[src/rtl/rec_pkg.sv]
`timescale 1ns/1ps
package rec_pkg;
    localparam int STS_W = 7;
    localparam int CLS_W = 3;

    localparam int B_COR    = 0;
    localparam int B_MCOR   = 1;
    localparam int B_UNC    = 2;
    localparam int B_MUNC   = 3;
    localparam int B_FFAT   = 4;
    localparam int B_NF     = 5;
    localparam int B_FAT    = 6;

    typedef enum logic [1:0] {
        SEV_COR  = 2'b00,
        SEV_NF   = 2'b01,
        SEV_FAT  = 2'b10,
        SEV_NONE = 2'b11
    } sev_e;

    function automatic logic [CLS_W-1:0] cls_of(input logic [STS_W-1:0] s);
        return {s[B_FAT], s[B_NF], s[B_COR]};
    endfunction
endpackage

[src/rtl/rec_gate.sv]
`timescale 1ns/1ps
module rec_gate
    import rec_pkg::*;
(
    input  logic             valid,
    input  logic [1:0]       sev,
    input  logic             bridge_en,
    input  logic             serr_en,
    input  logic [CLS_W-1:0] dev_en,
    output logic [CLS_W-1:0] cls_hit,
    output logic             uncor_seen,
    output logic             uncor_sig
);
    logic [CLS_W-1:0] onehot;

    always_comb begin
        onehot = '0;
        if (valid) begin
            case (sev_e'(sev))
                SEV_COR: onehot = 3'b001;
                SEV_NF:  onehot = 3'b010;
                SEV_FAT: onehot = 3'b100;
                default: onehot = 3'b000;
            endcase
        end
        cls_hit    = (bridge_en && serr_en) ? (onehot & dev_en) : '0;
        uncor_seen = |onehot[2:1];
        uncor_sig  = uncor_seen && bridge_en && serr_en;
    end
endmodule

[src/rtl/rec_irq.sv]
`timescale 1ns/1ps
module rec_irq
    import rec_pkg::*;
(
    input  logic             msi_en,
    input  logic [CLS_W-1:0] cmd_q,
    input  logic [CLS_W-1:0] cls_q,
    input  logic [CLS_W-1:0] cls_d,
    input  logic [CLS_W-1:0] cls_hit,
    input  logic             cmd_wr,
    input  logic [CLS_W-1:0] cmd_new,
    output logic             fire,
    output logic             lvl_wr,
    output logic             lvl
);
    logic [CLS_W-1:0] rise;

    always_comb begin
        rise   = cmd_wr ? (cmd_new & ~cmd_q) : '0;
        fire   = msi_en && ((|(cls_hit & ~cls_q & cmd_q)) || (|(rise & cls_d)));
        lvl_wr = 1'b0;
        lvl    = 1'b0;
        if (!msi_en) begin
            if (cmd_wr) begin
                lvl_wr = 1'b1;
                lvl    = |(cmd_new & cls_d);
            end else if (|(cls_hit & cmd_q)) begin
                lvl_wr = 1'b1;
                lvl    = 1'b1;
            end
        end
    end
endmodule

[src/rtl/rec_collector.sv]
`timescale 1ns/1ps
module rec_collector
    import rec_pkg::*;
#(
    parameter int SRC_W = 16,
    parameter int NUM_W = 5
) (
    input  logic             clk,
    input  logic             rst_n,
    input  logic             msg_valid,
    input  logic [1:0]       msg_sev,
    input  logic [SRC_W-1:0] msg_src,
    input  logic             bridge_fwd_en,
    input  logic             cmd_serr_en,
    input  logic [2:0]       devctl_en,
    input  logic             msi_en,
    input  logic [NUM_W-1:0] irq_num,
    input  logic             cmd_wr,
    input  logic [2:0]       cmd_wdata,
    input  logic             sts_wr,
    input  logic [6:0]       sts_wdata,
    output logic [2:0]       root_cmd,
    output logic [6:0]       root_sts,
    output logic [NUM_W-1:0] root_num,
    output logic [SRC_W-1:0] cor_src,
    output logic [SRC_W-1:0] uncor_src,
    output logic             msi_req,
    output logic [NUM_W-1:0] msi_num,
    output logic             intx,
    output logic             rcv_serr,
    output logic             sig_serr
);
    typedef struct packed {
        logic [CLS_W-1:0] cmd;
        logic [STS_W-1:0] sts;
        logic [SRC_W-1:0] csrc;
        logic [SRC_W-1:0] usrc;
        logic [NUM_W-1:0] num;
        logic             msi;
        logic             intx;
        logic             rse;
        logic             sse;
    } st_t;

    st_t st_q, st_d;

    logic [CLS_W-1:0] cls_hit;
    logic             uncor_seen, uncor_sig;
    logic [STS_W-1:0] set_v;
    logic             fire, lvl_wr, lvl;

    rec_gate u_gate (
        .valid      (msg_valid),
        .sev        (msg_sev),
        .bridge_en  (bridge_fwd_en),
        .serr_en    (cmd_serr_en),
        .dev_en     (devctl_en),
        .cls_hit    (cls_hit),
        .uncor_seen (uncor_seen),
        .uncor_sig  (uncor_sig)
    );

    always_comb begin
        set_v = '0;
        if (cls_hit[0]) begin
            set_v[B_COR] = 1'b1;
            if (st_q.sts[B_COR]) set_v[B_MCOR] = 1'b1;
        end
        if (cls_hit[1]) set_v[B_NF] = 1'b1;
        if (cls_hit[2]) begin
            set_v[B_FAT] = 1'b1;
            if (!st_q.sts[B_UNC]) set_v[B_FFAT] = 1'b1;
        end
        if (|cls_hit[2:1]) begin
            set_v[B_UNC] = 1'b1;
            if (st_q.sts[B_UNC]) set_v[B_MUNC] = 1'b1;
        end
    end

    rec_irq u_irq (
        .msi_en  (msi_en),
        .cmd_q   (st_q.cmd),
        .cls_q   (cls_of(st_q.sts)),
        .cls_d   (cls_of(st_d.sts)),
        .cls_hit (cls_hit),
        .cmd_wr  (cmd_wr),
        .cmd_new (cmd_wdata),
        .fire    (fire),
        .lvl_wr  (lvl_wr),
        .lvl     (lvl)
    );

    always_comb begin
        st_d     = st_q;
        st_d.num = irq_num;
        st_d.sts = (st_q.sts & ~(sts_wr ? sts_wdata : '0)) | set_v;
        if (cls_hit[0] && !st_q.sts[B_COR]) st_d.csrc = msg_src;
        if ((|cls_hit[2:1]) && !st_q.sts[B_UNC]) st_d.usrc = msg_src;
        if (cmd_wr) st_d.cmd = cmd_wdata;
        st_d.msi = fire;
        if (lvl_wr) st_d.intx = lvl;
        st_d.rse = uncor_seen;
        st_d.sse = uncor_sig;
    end

    always_ff @(posedge clk) begin
        if (!rst_n) st_q <= '0;
        else        st_q <= st_d;
    end

    assign root_cmd  = st_q.cmd;
    assign root_sts  = st_q.sts;
    assign root_num  = st_q.num;
    assign cor_src   = st_q.csrc;
    assign uncor_src = st_q.usrc;
    assign msi_req   = st_q.msi;
    assign msi_num   = st_q.num;
    assign intx      = st_q.intx;
    assign rcv_serr  = st_q.rse;
    assign sig_serr  = st_q.sse;
endmodule

[config.mk]
export PLATFORM = sky130hd
export DESIGN_NAME = rec_collector
export DESIGN_NICKNAME = d
export VERILOG_FILES = /design/src/rtl/rec_pkg.sv /design/src/rtl/rec_gate.sv /design/src/rtl/rec_irq.sv /design/src/rtl/rec_collector.sv
export SDC_FILE = /design/constraint.sdc
export NUM_CORES = 1
export LEC_CHECK = 0
export BUFFER_PORTS_ARGS = -buffer_cell sky130_fd_sc_hd__buf_2
export CORE_ASPECT_RATIO = 2
export CORE_MARGIN = 2
export CORE_UTILIZATION = 41
export DETAILED_ROUTE_END_ITERATION = 8
export PLACE_DENSITY = 0.75
export SLEW_MARGIN = 20
export SYNTH_ARGS = -nofsm -noshare
export SYNTH_HDL_FRONTEND = slang
export SYNTH_SLANG_ARGS = --single-unit
export TNS_END_PERCENT = 10
[constraint.sdc]
create_clock -name clk -period 1.4 [get_ports clk]
set_input_delay 0.21 -clock clk [delete_from_list [all_inputs] [get_ports clk]]
set_output_delay 0.21 -clock clk [all_outputs]
set_load 0.02 [all_outputs]
==> results of run 1 <==
-- cells in the mapped netlist (all sizes together), types with 2 or more instances --
master | n | area share
nand3b | 2 | 0.0072
buf | 8 | 0.042
a22oi | 2 | 0.0072
and4b | 2 | 0.010
nand2 | 13 | 0.023
nand3 | 2 | 0.0096
and2 | 6 | 0.018
inv | 3 | 0.0054
a32oi | 2 | 0.0084
dfxtp | 51 | 0.49
nor2b | 42 | 0.13
o21ai | 3 | 0.0072
and3 | 5 | 0.016
mux2i | 34 | 0.16
a21oi | 3 | 0.014
clkbuf | 6 | 0.011
-- cells in the final DEF, fill, tap and decap left out, types with 2 or more instances in the layout --
cell      count
nor2b_1      42
a32oi_1       2
clkbuf_8      5
nand3_2       2
dfxtp_1      51
and2_1        6
clkbuf_1      2
buf_4        17
and3_1        3
buf_12        2
inv_1         3
a22oi_1       2
nand2_1      13
buf_2        99
o21ai_0       3
mux2i_1      34
nand3b_1      2
-- registers in the layout (all words and copies together), names as in the netlist --
name,cells
intx,1
root_cmd,3
sig_serr,1
root_sts,7
msi_req,1
uncor_src,16
rcv_serr,1
cor_src,16
msi_num,5
-- kinds of logic (layout without fill, tap and decap cells) --
family                    Yosys count  after routing  synth area share
AOI/OAI and AO/OA                  16             16            0.0616
xor gates and xnor gates            1              1           0.00419
muxes                              34             34             0.163
and+or+nand+nor                    77             77             0.225
DFF                                51             51             0.488
buffers and inverters              17            129            0.0586
-- area by class of cell --
cell class,instances,area (um2)
clock buffer,7,76.3
sequential,51,1020
tap,57,71.3
inverter,3,11.3
fill,461,2110
timing repair buffer,118,663
clock inverter,1,5.00
multi-input combinational,128,953
-- layer usage --
layer  wire length, um  global-route usage
met3               252              0.0457
met5                 0                   0
met1              1680               0.171
met4               149               0.104
met2              2750               0.327
-- worst min path at each step --
stage | slack, ns | endpoint | startpoint
2_1_floorplan | 0.34 | msi_num[0] | irq_num[0]
3_3_place_gp | 0.42 | msi_num[3] | irq_num[3]
3_5_place_dp | 0.42 | msi_num[4] | irq_num[4]
4_1_cts | 0.09 | msi_num[0] | irq_num[0]
5_1_grt | 0.08 | msi_num[2] | irq_num[2]
6_report | 0.1 | msi_num[2] | irq_num[2]
-- worst reg2reg max path: stages, from the launching register on --
cell and delay, ns:
dfxtp_1 0.33, buf_4 0.15, and2b_1 0.23, buf_12 0.18
mux2i_1 0.21, nor2b_1 0.06
-- power by group --
part           total [uW]  internal [uW]  switching [uW]
Sequential           1490           1480            16.3
Combinational         286            140             146
Clock                 804            351             453
Total                2580           1970             615
-- per-stage QoR --
stage          total power (uW)  hold WS, ns  TNS, ns   util  setup WS (ns)
6_report                   2580       0.0983        0  0.571          0.140
5_1_grt                    2730       0.0828        0  0.571         0.0615
4_1_cts                    2630       0.0901        0  0.571          0.130
3_5_place_dp               1820        0.421    -4.81  0.554         -0.190
3_3_place_gp               1810        0.417    -3.92  0.554         -0.148
2_1_floorplan              1680        0.337   -0.610      -        -0.0386
==> flow_summary.yaml, run 1 <==
timing:
  min_period_ns: 1.26
  worst_clock_skew_ns: 0.00820
  tightestPinTransition_ns: 0.234
  hold_viol_final: 0
  period_share: 0.900
  rsz0062_at_grt: "false"
  setup_viol: 0
  slew_headroom: 0.844
  slew_violations: 0
  clock.fmax_mhz: 794
final_layout:
  n_antenna_cell: 0
  finalNonFillerCells: 365
  areaGrowthSynthToFinish_pct: 33.9
  fin_area_um2: 2800
  final_nets: 351
  drive_gt1_frac: 0.425
cts:
  post-cts-setup-buffer-count: 0
  cts_buffer_depth: 2
  cts_tree: "done"
  post_cts_resized: 0
  path_clk_slew_ns: 0.09
  clk_latency_ns: 0.31
  cts.sinks: 51
  cts_buffers: 5
  clk_root_buffer_cell: "clkbuf_8"
  htree_levels: 2
  postCtsHoldBufs: 0
drt:
  first_iter_violations: 17
  first_pass_iters: 4
  avgViaCountPerCell: 4.82
  finalWirelength_um: 4830
  wl_per_cell_um: 13.2
  postRouteAntennaNets: 0
  vias: 1759
  drc: 0
logic_synthesis:
  synth_cells: 196
  synth-edff-count: 0
  synth_cell_types: 34
  synthArstFlopShare: 0
  ys_warn_count: 0
  synth-seq-cells: 51
  synth.avg_cell_area_um2: 10.7
  yosysSeqAreaShare: 0.488
  syn_nets: 240
  synth_area_um2: 2090
  synth_ff_type: "dfxtp_1"
setup_path:
  cp-end-kind: "register"
  slowest_delay_ns: 0.33
  critical_path.top_delay_family: "flip-flops"
  rr_endpoint: "cor_src[14]"
  crit_cells: 5
  cp-start-kind: "register"
  worstSetupEndpoint: "cor_src[14]"
  ff2ff_setup_slack_ns: 0.14
  cp.arrival_ns: 1.46
  cp.required_ns: 1.60
  timing.critical_path.buf_inv: 2
  reg2reg_depth: 5
  crit_path_max_fanout: 16
  cp_cell_sequence: "buf_4 -> and2b_1 -> buf_12 -> mux2i_1 -> nor2b_1"
  worstSetupPathType: "register to register"
  reg2reg_from: "root_sts[0]"
  setup.worst_path.start: "root_sts[0]"
  cpMaxStageDelayCell: "dfxtp_1"
floorplanning:
  rows: 36
  fp.dieArea_um2: 5720
  core_area_um2: 4910
  die_h_um: 105
  dieWidth_um: 54.5
  start_util: 0.426
  io_pins: 100
global_route:
  first_global_vias: 1706
  grt_pass1_wl_um: 7470
  grt_max_degree: 23
  grt_overflow: 0
  grt_usage: 0.182
  antenna_found_initial: 0
pwr:
  power.leakage_uw: 0.00128
  vdd_ir_drop_max_mv: 0.763
  p_per_area_nw_per_um2: 922
placement:
  dpl.hpwl_um: 3800
  routabilityCongestion: 0.768
  io_buffers: 99
  dp.cells: 357
  dpl_cell_area_um2: 2720
worst_hold_path:
  min_path_cells: 2
  hold_class: "input pin to register"
flow_run:
  max_cap_violations: 0
outcome:
  status: "finished, final reports clean"
(Power assumes the default switching activity.)
==> run 2, diff against run 1 <==
--- a/config.mk
+++ b/config.mk
@@ -8,9 +8,10 @@
 export BUFFER_PORTS_ARGS = -buffer_cell sky130_fd_sc_hd__buf_2
 export CORE_ASPECT_RATIO = 2
 export CORE_MARGIN = 2
-export CORE_UTILIZATION = 41
+export CORE_UTILIZATION = 46
+export CTS_BUF_LIST = sky130_fd_sc_hd__clkbuf_16
 export DETAILED_ROUTE_END_ITERATION = 8
-export PLACE_DENSITY = 0.75
+export PLACE_DENSITY = 0.8
 export SLEW_MARGIN = 20
 export SYNTH_ARGS = -nofsm -noshare
 export SYNTH_HDL_FRONTEND = slang
==> constraint.sdc (replaced) <==
create_clock -name clk -period 1.44 [get_ports clk]
set_input_delay 0.216 -clock clk [delete_from_list [all_inputs] [get_ports clk]]
set_output_delay 0.216 -clock clk [all_outputs]
set_load 0.02 [all_outputs]
==> run 2 against run 1 <==
  * Clock power up 57%
  * Via count down 3.2%
  * Final cell count down 3.0%
  * Hold slack better by 0.039 ns
  * Die area down 10%
  * Global-route usage down 0.25 points
  * Utilization up 7.4 points
==> flow_summary.yaml, run 2 (same netlist as run 1, synthesis figures left out) <==
cts:
  path_clk_slew_ns: 0.06
  cts_buffer_depth: 2
  cts_buffers: 5
  htree_levels: 2
  clk_root_buffer_cell: "clkbuf_16"
  cts_tree: "done"
  cts.sinks: 51
  post-cts-setup-buffer-count: 0
  post_cts_resized: 0
  postCtsHoldBufs: 0
  clk_latency_ns: 0.28
setup_path:
  cpMaxStageDelayCell: "o311a_1"
  reg2reg_from: "root_sts[5]"
  cp-end-kind: "register"
  cp_cell_sequence: "buf_2 -> and4b_2 -> a32oi_1 -> or3_1 -> o21ai_0 -> o311a_1"
  slowest_delay_ns: 0.34
  reg2reg_depth: 4
  worstSetupPathType: "input pin to register"
  cp.required_ns: 1.61
  cp.arrival_ns: 1.46
  critical_path.top_delay_family: "compound AO/OA/AOI/OAI gates"
  timing.critical_path.buf_inv: 1
  crit_path_max_fanout: 5
  ff2ff_setup_slack_ns: 0.16
  cp-start-kind: "input pin"
  rr_endpoint: "msi_req"
pwr:
  vdd_ir_drop_max_mv: 0.803
  power.leakage_uw: 0.00129
  p_per_area_nw_per_um2: 1060
  p_total_uw: 2980
final_layout:
  fin_util: 0.644
  fillCellCount: 383
  layout_common_cells: "buf_2 (99), dfxtp_1 (51), nor2b_1 (42)"
  layout_commonest_cell: "buf_2"
  areaGrowthSynthToFinish_pct: 34.9
  finalNonFillerCells: 354
  n_antenna_cell: 0
  final_nets: 344
  drive_gt1_frac: 0.413
timing:
  clock.fmax_mhz: 774
  tightestPinTransition_ns: 0.286
  setup_ws_ns: 0.148
  slew_headroom: 0.809
  setup_viol: 0
  setup_tns_ns: 0
  period_share: 0.897
  hold_viol_final: 0
  slew_violations: 0
  rsz0062_at_grt: "false"
  min_period_ns: 1.29
  worst_clock_skew_ns: 0.00379
floorplanning:
  core_area_um2: 4380
  rows: 34
  io_pins: 100
  dieWidth_um: 51.7
  die_h_um: 99.4
  fp.dieArea_um2: 5140
  start_util: 0.477
drt:
  first_pass_iters: 4
  first_iter_violations: 36
  wl_per_cell_um: 12.4
  finalWirelength_um: 4380
  drc: 0
  postRouteAntennaNets: 0
  avgViaCountPerCell: 4.81
  vias: 1703
global_route:
  first_global_vias: 1613
  use_met3: 0.0405
  gr-usage-met2: 0.329
  use_met1: 0.186
  grt_pass1_wl_um: 7070
  grt_overflow: 0
  antenna_found_initial: 0
  grt.busiest_layer: "met2"
  grt_max_degree: 31
  grt_usage: 0.180
placement:
  dp.cells: 347
  io_buffers: 99
  routabilityCongestion: 0.779
  dp_slack_ns: -0.156
  dpl.hpwl_um: 3440
worst_hold_path:
  hp-start: "irq_num[2]"
  min_path_cells: 2
  hold_class: "input pin to register"
  hold_end: "msi_num[2]"
outcome:
  status: "finished, final reports clean"
flow_run:
  max_cap_violations: 0
run 2: cell count changes in the layout (fill, tap and decap cells not counted):
cell | before | now
clkbuf_8 | 5 | 0
clkbuf_16 | 0 | 5
clkinv_2 | 1 | 0
bufinv_16 | 0 | 1
buf_4 | 17 | 10
inv_1 | 3 | 4
clkbuf_1 | 2 | 0
run 2: how the worst max path moves through the flow:
stage / start / endpoint / depth (start not counted)
floorplan: msg_sev[1] / cor_src[10] / 7
global placement: cmd_serr_en / msi_req / 6
detailed placement: cmd_serr_en / msi_req / 6
CTS: cmd_serr_en / msi_req / 6
global route: root_sts[0] / msi_req / 4
finish: cmd_serr_en / msi_req / 6
run 2: stage by stage:
step,cell area (um2),hold slack [ns]
floorplan,2100,0.343
global placement,2660,0.422
CTS,2820,0.134
finish,2820,0.137
global route,2820,0.137
detailed placement,2660,0.427
run 2: area by class of cell:
class                      instances  area (um2)  share of cell area
timing repair buffer             111         611               0.216
sequential                        51        1020               0.362
clock inverter                     2        33.8              0.0120
multi-input combinational        128         953               0.338
tap                               54        67.6              0.0239
inverter                           3        11.3             0.00399
clock buffer                       5         125              0.0443
run 2: routing by layer:
metal	vias up	share of wire
li1	864	-
met1	774	0.36
met2	61	0.56
met3	4	0.058
met4	0	0.017
met5	-	0
run 2: worst register-to-register path: stages (launching register included):
cell and delay (ns):
dfxtp_1 0.34, a32oi_1 0.26, or3_1 0.16, o21ai_0 0.07, o311a_1 0.34
run 2: where the power goes:
group | leakage, uW | switching, uW | internal [uW] | total, uW
registers | 0.000414 | 16.3 | 1440 | 1450
logic | 0.000794 | 138 | 130 | 268
clock network | 0.0000811 | 457 | 803 | 1260
